===== src/rtl/dmarte_pkg.sv =====
package dmarte_pkg;

   typedef enum logic [2:0] {
      RT_NONE = 3'd0,
      RT_TA   = 3'd1,
      RT_YUV  = 3'd2,
      RT_WIN1 = 3'd3,
      RT_WIN2 = 3'd4
   } route_e;

   // k = {addr[28], addr[25], addr[24], addr[23]}
   function automatic route_e key_route(input logic [3:0] k);
      if (!k[3])     return RT_NONE;
      else if (!k[1]) return k[0] ? RT_YUV : RT_TA;
      else            return k[2] ? RT_WIN2 : RT_WIN1;
   endfunction

endpackage


===== src/rtl/dmarte_decode.sv =====
module dmarte_decode
   import dmarte_pkg::*;
#(
   parameter int ADDR_W = 32
) (
   input  logic [ADDR_W-1:0] addr,
   output route_e            route,
   output logic              unmapped
);
   initial begin
      assert (ADDR_W >= 29) else $error("dmarte_decode: ADDR_W must cover bit 28");
   end

   always_comb begin
      route    = key_route({addr[28], addr[25], addr[24], addr[23]});
      unmapped = (route == RT_NONE);
   end
endmodule


===== src/rtl/dmarte_clip.sv =====
module dmarte_clip #(
   parameter int RAM_AW  = 23,
   parameter int LEN_W   = 24,
   parameter int BEAT_SH = 2,
   localparam int BW     = LEN_W - BEAT_SH,
   localparam int CW     = (LEN_W > RAM_AW + 1) ? LEN_W : RAM_AW + 1
) (
   input  logic [RAM_AW-1:0] off,
   input  logic [LEN_W-1:0]  len,
   input  logic              clip_en,
   output logic [BW-1:0]     keep_beats,
   output logic [BW-1:0]     total_beats
);
   logic [CW-1:0] room, need, kept;

   always_comb begin
      room        = (CW'(1) << RAM_AW) - CW'(off);
      need        = CW'(len);
      kept        = (clip_en && (need > room)) ? room : need;
      keep_beats  = BW'(kept >> BEAT_SH);
      total_beats = len[LEN_W-1:BEAT_SH];
   end

   // clipping never keeps more beats than the transfer carries
   always_comb begin
      a_keep_le_total_r7: assert (keep_beats <= total_beats);
   end
endmodule


===== src/rtl/dmarte_xlate.sv =====
module dmarte_xlate #(
   parameter int RAM_AW = 23
) (
   input  logic [RAM_AW-1:0] off,
   output logic [RAM_AW-1:0] phys
);
   initial begin
      assert (RAM_AW >= 4) else $error("dmarte_xlate: RAM_AW too small to interleave");
   end

   // bit 2 picks the 32-bit bank, which lands in the top half of RAM
   assign phys = {off[2], off[RAM_AW-1:3], off[1:0]};
endmodule


===== src/rtl/dma_dest_router.sv =====
module dma_dest_router
   import dmarte_pkg::*;
#(
   parameter int ADDR_W = 32,
   parameter int DATA_W = 32,
   parameter int LEN_W  = 24,
   parameter int RAM_AW = 23,
   parameter int RGN_W  = 32,
   localparam int BEAT_SH = $clog2(DATA_W / 8),
   localparam int BW      = LEN_W - BEAT_SH,
   localparam int BURST_B = 32
) (
   input  logic              clk,
   input  logic              rst_n,
   input  logic [RGN_W-1:0]  rgn1_sel,
   input  logic [RGN_W-1:0]  rgn2_sel,
   input  logic              start_valid,
   input  logic              start_burst,
   input  logic [ADDR_W-1:0] start_addr,
   input  logic [LEN_W-1:0]  start_len,
   input  logic              in_valid,
   input  logic [DATA_W-1:0] in_data,
   output logic              busy,
   output logic              err,
   output logic [3:0]        sink_vld,
   output logic [RAM_AW-1:0] out_addr,
   output logic [DATA_W-1:0] out_data
);
   initial begin
      assert (DATA_W == 32) else $error("dma_dest_router: beats are 32-bit words");
      assert (LEN_W > $clog2(BURST_B)) else $error("dma_dest_router: LEN_W cannot hold a burst");
      assert (RAM_AW < 23 + 1) else $error("dma_dest_router: RAM_AW overlaps key bits");
   end

   route_e            route_d, route_q;
   logic              unmapped_d;
   logic [LEN_W-1:0]  len_eff;
   logic [RAM_AW-1:0] off_d, off_q, phys;
   logic [BW-1:0]     keep_d, total_d, keep_q, left_q;
   logic              lin_d, lin_q, busy_q, err_q, accept, beat;
   logic [3:0]        vld_q;
   logic [RAM_AW-1:0] addr_q;
   logic [DATA_W-1:0] data_q;

   assign len_eff = start_burst ? LEN_W'(BURST_B) : start_len;
   assign off_d   = start_addr[RAM_AW-1:0];
   assign accept  = start_valid && !busy_q;
   assign beat    = busy_q && in_valid;

   dmarte_decode #(.ADDR_W(ADDR_W)) u_dec (
      .addr(start_addr), .route(route_d), .unmapped(unmapped_d));

   dmarte_clip #(.RAM_AW(RAM_AW), .LEN_W(LEN_W), .BEAT_SH(BEAT_SH)) u_clip (
      .off(off_d), .len(len_eff),
      .clip_en(route_d == RT_WIN1 || route_d == RT_WIN2),
      .keep_beats(keep_d), .total_beats(total_d));

   dmarte_xlate #(.RAM_AW(RAM_AW)) u_xl (.off(off_q), .phys(phys));

   always_comb begin
      unique case (route_d)
         RT_WIN1: lin_d = (rgn1_sel != '0);
         RT_WIN2: lin_d = (rgn2_sel != '0);
         default: lin_d = 1'b0;
      endcase
   end

   always_ff @(posedge clk or negedge rst_n) begin
      if (!rst_n) begin
         busy_q  <= 1'b0;
         err_q   <= 1'b0;
         route_q <= RT_NONE;
         lin_q   <= 1'b0;
         off_q   <= '0;
         keep_q  <= '0;
         left_q  <= '0;
         vld_q   <= '0;
         addr_q  <= '0;
         data_q  <= '0;
      end else begin
         err_q <= accept && unmapped_d;
         vld_q <= '0;
         if (accept) begin
            route_q <= route_d;
            lin_q   <= lin_d;
            off_q   <= off_d;
            keep_q  <= unmapped_d ? '0 : keep_d;
            left_q  <= total_d;
            busy_q  <= (total_d != '0);
         end else if (beat) begin
            left_q <= left_q - 1'b1;
            if (left_q == BW'(1)) busy_q <= 1'b0;
            if (keep_q != '0) begin
               keep_q <= keep_q - 1'b1;
               off_q  <= off_q + RAM_AW'(4);
               data_q <= in_data;
               unique case (route_q)
                  RT_TA:   begin vld_q <= 4'b0001; addr_q <= '0; end
                  RT_YUV:  begin vld_q <= 4'b0010; addr_q <= '0; end
                  RT_WIN1, RT_WIN2: begin
                     vld_q  <= lin_q ? 4'b1000 : 4'b0100;
                     addr_q <= lin_q ? off_q : phys;
                  end
                  default: vld_q <= '0;
               endcase
            end
         end
      end
   end

   assign busy     = busy_q;
   assign err      = err_q;
   assign sink_vld = vld_q;
   assign out_addr = addr_q;
   assign out_data = data_q;

   // at most one sink strobes per cycle
   p_onehot_sink_r6: assert property (@(posedge clk) disable iff (!rst_n)
      $onehot0(sink_vld));
   // no beat reaches a sink one cycle after an idle cycle
   p_idle_quiet_r11: assert property (@(posedge clk) disable iff (!rst_n)
      !busy_q |=> (sink_vld == 4'b0000));
   // the error pulse never coincides with sink output
   p_err_silent_r9: assert property (@(posedge clk) disable iff (!rst_n)
      err |-> (sink_vld == 4'b0000));
   // address-free sinks present a zero address
   p_stream_noaddr_r2: assert property (@(posedge clk) disable iff (!rst_n)
      (sink_vld[0] || sink_vld[1]) |-> (out_addr == '0));
   // the sampled path choice holds while a transfer runs
   p_path_hold_r10: assert property (@(posedge clk) disable iff (!rst_n)
      busy_q |=> $stable(lin_q));
   // kept beats never exceed remaining beats
   p_clip_bound_r7: assert property (@(posedge clk) disable iff (!rst_n)
      busy_q |-> (keep_q <= left_q));
endmodule


===== config.mk =====
export PLATFORM = sky130hd
export DESIGN_NAME = dma_dest_router
export DESIGN_NICKNAME = d
export VERILOG_FILES = /design/src/rtl/dmarte_pkg.sv /design/src/rtl/dmarte_decode.sv /design/src/rtl/dmarte_clip.sv /design/src/rtl/dmarte_xlate.sv /design/src/rtl/dma_dest_router.sv
export SDC_FILE = /design/constraint.sdc
export NUM_CORES = 1
export LEC_CHECK = 0
export ABC_AREA = 1
export BUFFER_PORTS_ARGS = -buffer_cell sky130_fd_sc_hd__buf_4
export CELL_PAD_IN_SITES_DETAIL_PLACEMENT = 1
export CELL_PAD_IN_SITES_GLOBAL_PLACEMENT = 1
export CORE_ASPECT_RATIO = 0.9
export CORE_UTILIZATION = 25
export DETAILED_ROUTE_END_ITERATION = 8
export PLACE_DENSITY_LB_ADDON = 0.1
export SLEW_MARGIN = 20
export SYNTH_ARGS = -nofsm -noshare
export SYNTH_HDL_FRONTEND = slang
export SYNTH_SLANG_ARGS = --single-unit
export TNS_END_PERCENT = 10

===== constraint.sdc =====
create_clock -name clk -period 2.8 [get_ports clk]
set_input_delay 0.56 -clock clk [delete_from_list [all_inputs] [get_ports clk]]
set_output_delay 0.56 -clock clk [all_outputs]
set_load 0.05 [all_outputs]

==> summary.txt, run 1 <==
Status
  – Status: completed

Yosys
  – Average size of a mapped cell: 7.03 µm²
  – Post-synth ARST share: 1.00
  – Count leader, synth: nand2_1
  – FF+latch count, synth: 132
  – EDFF count, synth: 0
  – Yosys top cell by area: dfrtp_1
  – Yosys warns: 0
  – Largest cells by area after synthesis: dfrtp_1, nand2_1, nor2_1
  – Top_reg_cell synth: dfrtp_1
  – Area of the mapped netlist: 8870 µm²
  – Synth cell count leaders: nand2_1, nor2_1, inv_1, dfrtp_1, nand3_1
  – Top cell type's share of synthesized area: 0.372
  – Synthesized instance count: 1262
  – Synth Net Count: 1449
  – Register area share after synthesis: 0.372
  – Synth cell types: 42

Floorplanning
  – Row count: 65
  – Core Area: 35000 µm²
  – Die Y: 181 µm
  – Starting Density: 0.254
  – Die width: 201 µm
  – I/O Pins: 218
  – Die footprint: 36200 µm²

Finish
  – Ant diodes: 0
  – Multi-input gate area: 5050 µm²
  – Layout cells sized above 1: 0.285
  – Fillers: 4359
  – Register area: 3300 µm²
  – Syn-to-layout area delta: 43.6%
  – Final #Nets: 1758
  – Finished Layout Cells: 2052
  – Design area: 12700 µm²

Worst setup path
  – Critical path arrival: 3030 ps
  – WS Path Type: in2reg
  – Worst setup EP type: flip-flop
  – Worst setup SP type: input port
  – Crit path max-delay family: simple AND/OR/NAND/NOR gates
  – Most used cell, CP: nand2_1
  – CP max stage cell: ha_1
  – Buf/Inv on CP: 5
  – Crit path cell chain: buf_4 > inv_6 > ha_4 > nand2_4 > nor2_4 > inv_2 > nor2_4 > nand2_1 > xor2_2 > ha_1 > nand2_1 > inv_1 > nand2_1 > nand2_1 > nand2_1 > nand2_1 > nand2_1 > nand3_4 > buf_4 > nand3_1 > nand3_1 > a21oi_1
  – Crit-path max cell delay: 270 ps
  – Top fanout value on the critical path: 12
  – Worst Path Required: 3160 ps

Clock network
  – H-tree depth: 4
  – Clock latency on the worst-skew pair: 440 ps
  – TritonCTS clock tree: done
  – Root buffer cell: clkbuf_16
  – Clock-pin slew on the worst setup and hold paths: 70 ps
  – CTS Hold Bufs: 0
  – Clk sink count: 132
  – Cts bufs inserted: 17
  – Clock buffer depth: 2

Routing
  – DRC viols: 0
  – Routed len/inst: 17.4 µm
  – Via/cell ratio: 4.69
  – Routed Antenna Nets: 0
  – 1st-pass router iterations: 4
  – Final wirelength: 35.7 mm
  – Routed vias: 9622
  – DRT iter0 DRCs: 416

Timing
  – Period utilization: 0.956
  – Count of final hold-check violations: 0
  – Fmax achieved: 0.373 GHz
  – Clock Skew: 16.3 ps
  – Worst-margin pin slew: 521 ps
  – Slew Limit Headroom: 0.649
  – Hold WS: 20.9 ps
  – Final Setup Violations: 0
  – Final Critical Period: 2680 ps
  – Max Slew Vio Count: 0

Job
  – Max-capacitance violation count: 0

Power
  – Worst vdd ir: 0.000450 V
  – Leak: 6.26 nW
  – Cell Pwr Density: 924 nW/µm²
  – Total power: 11.8 mW

Place
  – DP HPWL: 28.0 mm
  – Port Buffers: 212
  – Dpl cell area: 11800 µm²
  – Routability cong.: 0.842
  – Placed insts: 2012

GRT
  – Antenna violations before repair: 0
  – Maximum number of pins on one net before global-route repair: 49
  – Vias in the first global route: 9852
  – First-pass GRT wire length: 55.9 mm
  – Grt total ovfl: 0
  – GRT Util Overall: 0.198

Hold path
  – Hold Path Class: in2async
-- final cells by class --
type | count | area share
Clock buffer | 18 | 0.0337
Sequential cell | 132 | 0.259
Clock inverter | 13 | 0.0116
Inverter | 143 | 0.0430
Timing Repair Buffer | 340 | 0.210
Tap cell | 469 | 0.0461
Multi-Input combinational cell | 937 | 0.396
-- stage by stage --
stage	setup slack [ps]	util	setup TNS [ps]
4_1_cts	13.3	0.355	0
5_1_grt	-37.9	0.364	-391
3_3_place_gp	-463	0.337	-9310
6_report	122	0.364	0
2_1_floorplan	8.40	-	0
3_5_place_dp	-554	0.337	-11500
-- path summary, 6_finish.rpt --
path / startpoint / endpoint / slack (ps) / cells after the start
max: start_addr[0] / keep_q[5]$_DFFE_PN0P_ / 120 / 22
min: rst_n / out_addr[0]$_DFFE_PN0P_ / 20 / 1
max reg2reg: keep_q[15]$_DFFE_PN0P_ / keep_q[4]$_DFFE_PN0P_ / 610 / 8
min reg2reg: out_data[19]$_DFFE_PN0P_ / out_data[19]$_DFFE_PN0P_ / 480 / 2
max in group asynchronous: rst_n / off_q[12]$_DFFE_PN0P_ / 2130 / 2
min in group clk: in_data[24] / out_data[24]$_DFFE_PN0P_ / 310 / 3
-- sequential cells by signal, summed over array words and instances, names as in the netlist --
register / cells
keep_q: 22
left_q: 22
busy: 1
off_q: 23
out_data: 32
route_q: 3
out_addr: 23
sink_vld: 4
lin_q: 1
err: 1
-- cells in the final DEF (no fill, tap or decap), types with 4 or more instances in the layout --
master / count
o21ai_0: 61
buf_12: 6
nor2_1: 141
o211ai_1: 17
inv_1: 130
nor4_1: 22
o221ai_1: 14
inv_6: 6
nor2_4: 7
nand3_1: 109
clkinvlp_4: 4
o21a_1: 18
nor2_2: 17
nand2_1: 302
buf_4: 329
nand3_2: 4
nand4_1: 17
o21ai_1: 22
nor3_1: 13
or2_2: 4
ha_1: 28
xor2_1: 32
o22ai_1: 4
inv_2: 9
xnor2_1: 5
a21oi_1: 41
dfrtp_1: 132
clkbuf_16: 19
nand2_2: 15
-- worst reg2reg max path: stages (launching register included) --
cell	delay (ps)
dfrtp_1	430
nor2_1	240
nand2_1	80
nor2_1	200
nand3_1	120
nand2_2	340
buf_4	380
o21ai_0	150
a21oi_1	170
-- kinds of logic (layout without fill, tap and decap cells) --
| kind of cell | Yosys count | count (layout) | share of synthesized area |
|---|---|---|---|
| buf+inv | 193 | 514 | 0.0882 |
| xor+xnor | 40 | 40 | 0.0395 |
| flops | 132 | 132 | 0.372 |
| compound gates | 199 | 199 | 0.135 |
| fa+ha+maj | 30 | 30 | 0.0423 |
| simple gates | 668 | 668 | 0.323 |
-- report_power, final --
| group | internal, mW | switching (mW) | total, mW |
|---|---|---|---|
| sequential | 2.76 | 0.744 | 3.50 |
| clock | 1.32 | 0.967 | 2.29 |
| combinational | 2.05 | 3.94 | 5.99 |
-- per-layer routing --
metal,track usage,share of wire,up-vias
li1,-,-,4763
met1,0.262,0.47,4676
met2,0.330,0.48,145
met3,0.0345,0.029,38
met4,0.0562,0.022,0
met5,0,0,-
-- repair_timing --
action / 4_1_cts / 5_1_grt
pin swaps: 2 / 19
gates cloned: 0 / 3
setup buffers: 1 / 5
setup endpoints to repair: 22 / 22
gates resized for setup: 8 / 55
Power figures use the tool's default switching activity.
==> inputs of run 2 (changes only) <==
RECOVER_POWER = 100   (was unset)
==> summary.txt, run 2 (synthesis gave the netlist of run 1 again) <==
Floorplanning
  – Die Y: 181 µm
  – Core Area: 35000 µm²
  – Die footprint: 36200 µm²
  – Die width: 201 µm
  – Row count: 65
  – Starting Density: 0.254
  – I/O Pins: 218

Clock network
  – Clk sink count: 132
  – H-tree depth: 4
  – TritonCTS clock tree: done
  – Clock buffer depth: 2
  – Root buffer cell: clkbuf_16
  – Clock-pin slew on the worst setup and hold paths: 70 ps
  – Clock latency on the worst-skew pair: 440 ps
  – Cts bufs inserted: 17

Timing
  – Period utilization: 0.959
  – Clock Skew: 16.6 ps
  – Fmax achieved: 0.373 GHz
  – Worst-margin pin slew: 2290 ps
  – Final setup margin: 116 ps
  – TNS Setup: 0 ps
  – Count of final hold-check violations: 0
  – Max Slew Vio Count: 38
  – Final Critical Period: 2680 ps
  – Slew Limit Headroom: -0.524
  – Hold WS: 308 ps
  – Final Setup Violations: 0

Place
  – DP HPWL: 28.0 mm
  – Place WS: -554 ps
  – Port Buffers: 212
  – Routability cong.: 0.842
  – Dpl cell area: 11800 µm²

Finish
  – Final #Nets: 1758
  – Syn-to-layout area delta: 40.4%
  – Most frequent cells in the layout: nand2_1, buf_4, nor2_1
  – Design area: 12500 µm²
  – Final core utilization: 0.356
  – Commonest non-fill, non-tap cell in the layout: nand2_1
  – Layout cells sized above 1: 0.241
  – Ant diodes: 0
  – Max reg flops: 32

Routing
  – Routed Antenna Nets: 0
  – Routed len/inst: 17.4 µm
  – Routed vias: 9571
  – Via/cell ratio: 4.66
  – DRC viols: 0
  – Routed length on met2: 17.2 mm
  – DRT iter0 DRCs: 393
  – Routed length on met1: 16.8 mm
  – Final wirelength: 35.7 mm
  – Top Layer Used: met4
  – Met3 WL: 1.03 mm
  – 1st-pass router iterations: 4

Status
  – Status: complete, but fails checks
  – Failing checks: capacitance limit, slew limit

GRT
  – Vias in the first global route: 9852
  – Antenna violations before repair: 0
  – GRT Util Overall: 0.198
  – First-pass GRT wire length: 55.9 mm
  – Grt total ovfl: 0
  – Maximum number of pins on one net before global-route repair: 49

Worst setup path
  – Worst Path Required: 3160 ps
  – Critical path arrival: 3040 ps
  – Reg2Reg Launch Point: keep_q[15]$_DFFE_PN0P_
  – Crit path cell chain: buf_4 > inv_6 > ha_4 > nand2_4 > nor2_4 > buf_4 > nand3_1 > nand2_2 > nand2_4 > ha_1 > nand2_1 > nor2_2 > nand4_1 > nor2_4 > nand2_2 > nand3_4 > nand2_8 > buf_12 > nand2_1 > nand3_2 > a21oi_2
  – Worst setup SP type: input port
  – Crit path max-delay family: simple AND/OR/NAND/NOR gates
  – Worst R2R End: keep_q[15]$_DFFE_PN0P_
  – Register-to-Register Path Depth: 9
  – Buf/Inv on CP: 4
  – Crit-path max cell delay: 290 ps
  – CP max stage cell: ha_1
  – R2R setup slack: 250 ps
  – Worst setup EP type: flip-flop
  – WS Path Type: in2reg
  – Top fanout value on the critical path: 6

Power
  – Cell Pwr Density: 913 nW/µm²
  – Net Sw Frac: 0.494
  – Clock network power share: 0.201
  – Sw power: 5.62 mW
  – Sequential share of power: 0.307
  – Leak: 6.00 nW
  – Worst vdd ir: 0.000450 V
  – Combinational share of power: 0.492
  – Pint: 5.75 mW

Hold path
  – WHS Endpoint: out_data[24]$_DFFE_PN0P_
  – Hold path start: in_data[24]
  – Hold Crit Depth: 3
  – Hold Path Class: in2reg

Job
  – Max-capacitance violation count: 1
## run 2: tightest hold or removal path: stages
cell and delay, ps:
buf_4 70, nand2_1 40, nand2_1 40
## run 2: power by group through the flow
stage	combinational (mW)	clock, mW	sequential (mW)
2_1_floorplan	2.80	0	4.64
3_3_place_gp	5.90	0	3.52
3_5_place_dp	5.99	0	3.54
4_1_cts	6.02	2.36	3.52
5_1_grt	6.21	2.43	3.63
6_report	5.59	2.29	3.49
## run 2: layer usage
layer	up-vias	global-route usage
met5	-	0
met4	0	0.0562
met3	32	0.0345
met2	137	0.330
met1	4642	0.262
li1	4760	-
## run 2: worst max-delay path by stage
stage             startpoint                endpoint  slack, ps  cells after the start
5_1_grt        start_addr[0]  keep_q[13]$_DFFE_PN0P_        -40                     20
2_1_floorplan  start_addr[0]  keep_q[20]$_DFFE_PN0P_          8                     19
3_5_place_dp   start_addr[0]   keep_q[7]$_DFFE_PN0P_       -550                     17
3_3_place_gp   start_addr[1]   keep_q[7]$_DFFE_PN0P_       -460                     20
6_report       start_addr[0]  keep_q[13]$_DFFE_PN0P_        120                     21
4_1_cts        start_addr[0]   keep_q[5]$_DFFE_PN0P_         10                     19
## run 2: area by class of cell
type                       count  area, µm²
fill                        4386      22500
tap                          469        587
multi-input combinational    937       5030
clock buffer                  18        429
inverter                     143        547
timing repair buffer         340       2410
sequential                   132       3300
clock inverter                13        148
## run 2: timing repair
item	4_1_cts	5_1_grt
hold buffers	0	0
hold endpoints to repair	0	0
endpoints found under the setup margin	22	22
gates resized for setup	8	55
cloned	0	3
pin swaps	2	19
buffers inserted	1	5
## run 2: stage by stage
stage | std cells | power (mW)
after CTS | 2044 | 11.9
after global placement | 2012 | 9.42
final | 2052 | 11.4
after global routing | 2052 | 12.3
after detailed placement | 2012 | 9.53
after floorplan | 1262 | 7.43
==> inputs of run 3 (changes only) <==
ABC_AREA = 0   (was 1)
REMOVE_ABC_BUFFERS = 1   (was unset)
clock period = 2.32 ns   (was 2.8 ns; I/O delays follow)
==> summary.txt, run 3 <==
Yosys
  – FF+latch count, synth: 132
  – Largest cells by area after synthesis: dfrtp_1, nand2_1, ha_1
  – Register area share after synthesis: 0.410
  – Synthesized instance count: 945
  – Count leader, synth: nand2_1
  – Yosys warns: 0
  – Yosys top cell by area: dfrtp_1
  – Top cell type's share of synthesized area: 0.410
  – Post-synth ARST share: 1.00
  – Synth cell count leaders: nand2_1, dfrtp_1, nor2_1, o21ai_0, a21oi_1
  – Average size of a mapped cell: 8.53 µm²
  – Synth cell types: 63
  – Area of the mapped netlist: 8070 µm²
  – Top_reg_cell synth: dfrtp_1
  – EDFF count, synth: 0

Clock network
  – H-tree depth: 4
  – TritonCTS clock tree: done
  – Root buffer cell: clkbuf_16
  – Clock-pin slew on the worst setup and hold paths: 60 ps
  – Clk sink count: 132
  – Clock latency on the worst-skew pair: 430 ps
  – Clock buffer depth: 2
  – Cts bufs inserted: 17

Routing
  – Routed Antenna Nets: 0
  – DRC viols: 0
  – Via/cell ratio: 4.84
  – Routed len/inst: 18.7 µm
  – Final wirelength: 32.8 mm
  – DRT iter0 DRCs: 395
  – 1st-pass router iterations: 4
  – Routed vias: 8482

Timing
  – Count of final hold-check violations: 0
  – Slew Limit Headroom: 0.0766
  – Clock Skew: 11.4 ps
  – Worst-margin pin slew: 1390 ps
  – RSZ-0062 raised after global routing: true
  – Final Setup Violations: 42
  – TNS Setup: -31560 ps
  – Final Critical Period: 3750 ps
  – Max Slew Vio Count: 0
  – Final setup margin: -1430 ps
  – Period utilization: 1.62
  – Fmax achieved: 0.267 GHz

Floorplanning
  – Starting Density: 0.254
  – I/O Pins: 218
  – Row count: 62
  – Core Area: 31800 µm²
  – Die footprint: 33000 µm²
  – Die width: 191 µm
  – Die Y: 172 µm

Worst setup path
  – Worst setup EP type: flip-flop
  – CP max stage cell: or3_4
  – Buf/Inv on CP: 3
  – Crit path cell chain: buf_6 > or3_4 > or3_4 > or3_4 > nor3_2 > xor2_2 > ha_1 > nand4_1 > nor4_2 > buf_4 > o211ai_1 > a31oi_2 > buf_12 > mux2i_2 > a211oi_1 > a211oi_1
  – Crit-path max cell delay: 420 ps
  – Worst setup SP type: input port
  – Crit path max-delay family: simple AND/OR/NAND/NOR gates
  – Critical path arrival: 4090 ps
  – Most used cell, CP: or3_4
  – Worst Path Required: 2660 ps
  – WS Path Type: in2reg
  – R2R setup slack: -160 ps
  – Top fanout value on the critical path: 7

Place
  – Placed insts: 1712
  – Port Buffers: 212
  – Routability cong.: 0.842
  – DP HPWL: 25.7 mm

Finish
  – Syn-to-layout area delta: 50.5%
  – Layout cells sized above 1: 0.322
  – Finished Layout Cells: 1754
  – Final #Nets: 1513
  – Commonest non-fill, non-tap cell in the layout: buf_4
  – Multi-input gate area: 4670 µm²
  – Max reg flops: 32
  – Most frequent cells in the layout: buf_4, nand2_1, dfrtp_1
  – Ant diodes: 0
  – Fillers: 3835
  – Register area: 3300 µm²

Job
  – Max-capacitance violation count: 0

GRT
  – Antenna violations before repair: 0
  – Grt total ovfl: 0
  – Maximum number of pins on one net before global-route repair: 50
  – GRT Util Overall: 0.202
  – Vias in the first global route: 8781
  – First-pass GRT wire length: 50.2 mm

Status
  – Failing checks: setup timing
  – Status: complete, but fails checks

Hold path
  – Hold Path Class: in2reg

Power
  – Cell Pwr Density: 701 nW/µm²
  – Leak: 5.65 nW
  – Worst vdd ir: 0.000538 V
## run 3: cell count changes after synthesis, sizes merged, moves of 10 or more
cell,before,now
nor2,165,51
nand2b,0,22
o31ai,2,22
nor4,22,38
o221ai,14,4
nand3,115,25
mux2i,0,31
o21a,18,5
o21ai,84,45
nand2,320,219
xor2,35,14
xnor2,5,16
inv,142,33
## run 3: cell families after synthesis
logic type / after synthesis / synth area share
and+or+nand+nor: 444 / 0.263
AOI/OAI and AO/OA: 188 / 0.157
DFF: 132 / 0.410
buffers and inverters: 81 / 0.0403
muxes: 40 / 0.0515
xor gates and xnor gates: 30 / 0.0326
adders and majority gates: 30 / 0.0465
## run 3: routing by layer
metal | track usage | up-vias | share of wire
li1 | - | 4146 | -
met1 | 0.268 | 4173 | 0.47
met2 | 0.332 | 128 | 0.48
met3 | 0.0349 | 35 | 0.036
met4 | 0.0597 | 0 | 0.020
met5 | 0 | - | 0
## run 3: worst paths after layout
path / startpoint / cells after the start / to
worst max-delay path: start_addr[15] / 16 / keep_q[11]$_DFFE_PN0P_
worst min-delay path: in_data[27] / 3 / out_data[27]$_DFFE_PN0P_
worst max register to register: keep_q[0]$_DFFE_PN0P_ / 8 / off_q[12]$_DFFE_PN0P_
worst min register to register: out_addr[21]$_DFFE_PN0P_ / 2 / out_addr[21]$_DFFE_PN0P_
max in group asynchronous: rst_n / 3 / keep_q[7]$_DFFE_PN0P_
min in group asynchronous: rst_n / 2 / out_addr[18]$_DFFE_PN0P_
## run 3: what timing repair did
item	CTS	global route
endpoints found under the setup margin	101	100
cloned	1	0
hold endpoints to repair	6	0
buffers inserted	5	4
resized for setup	39	36
pin swaps	9	7
hold buffers	1	0
## run 3: final cells by class
class,instances,area share
inverters,33,0.0102
repair buffers,410,0.241
multi-input cells,732,0.385
clock buffers,23,0.0386
flip-flops and latches,132,0.272
well taps,416,0.0429
clock inverters,8,0.0104
## run 3: power by group
group	switching [mW]	internal, mW	leakage [nW]	total (mW)
combinational	1.48	1.18	3.66	2.66
sequential	0.341	2.70	1.71	3.04
clock	1.07	1.74	0.279	2.81
## run 3: per-stage QoR
stage / cell area [µm²] / power, mW / util / setup slack [ps] / hold WS (ps)
6_report: 12100 / 8.51 / 0.382 / -1430 / 221
5_1_grt: 12100 / 9.01 / 0.382 / -1550 / 211
4_1_cts: 12300 / 8.64 / 0.387 / -1400 / 204
3_5_place_dp: 11500 / 5.69 / 0.361 / -1980 / 455
3_3_place_gp: 11500 / 5.65 / 0.361 / -1870 / 460
2_1_floorplan: 7860 / 4.35 / - / -6120 / 168
## run 3: tightest hold or removal path: stages
cell and delay (ps):
buf_4 70, nand2_1 40, nand2_1 40
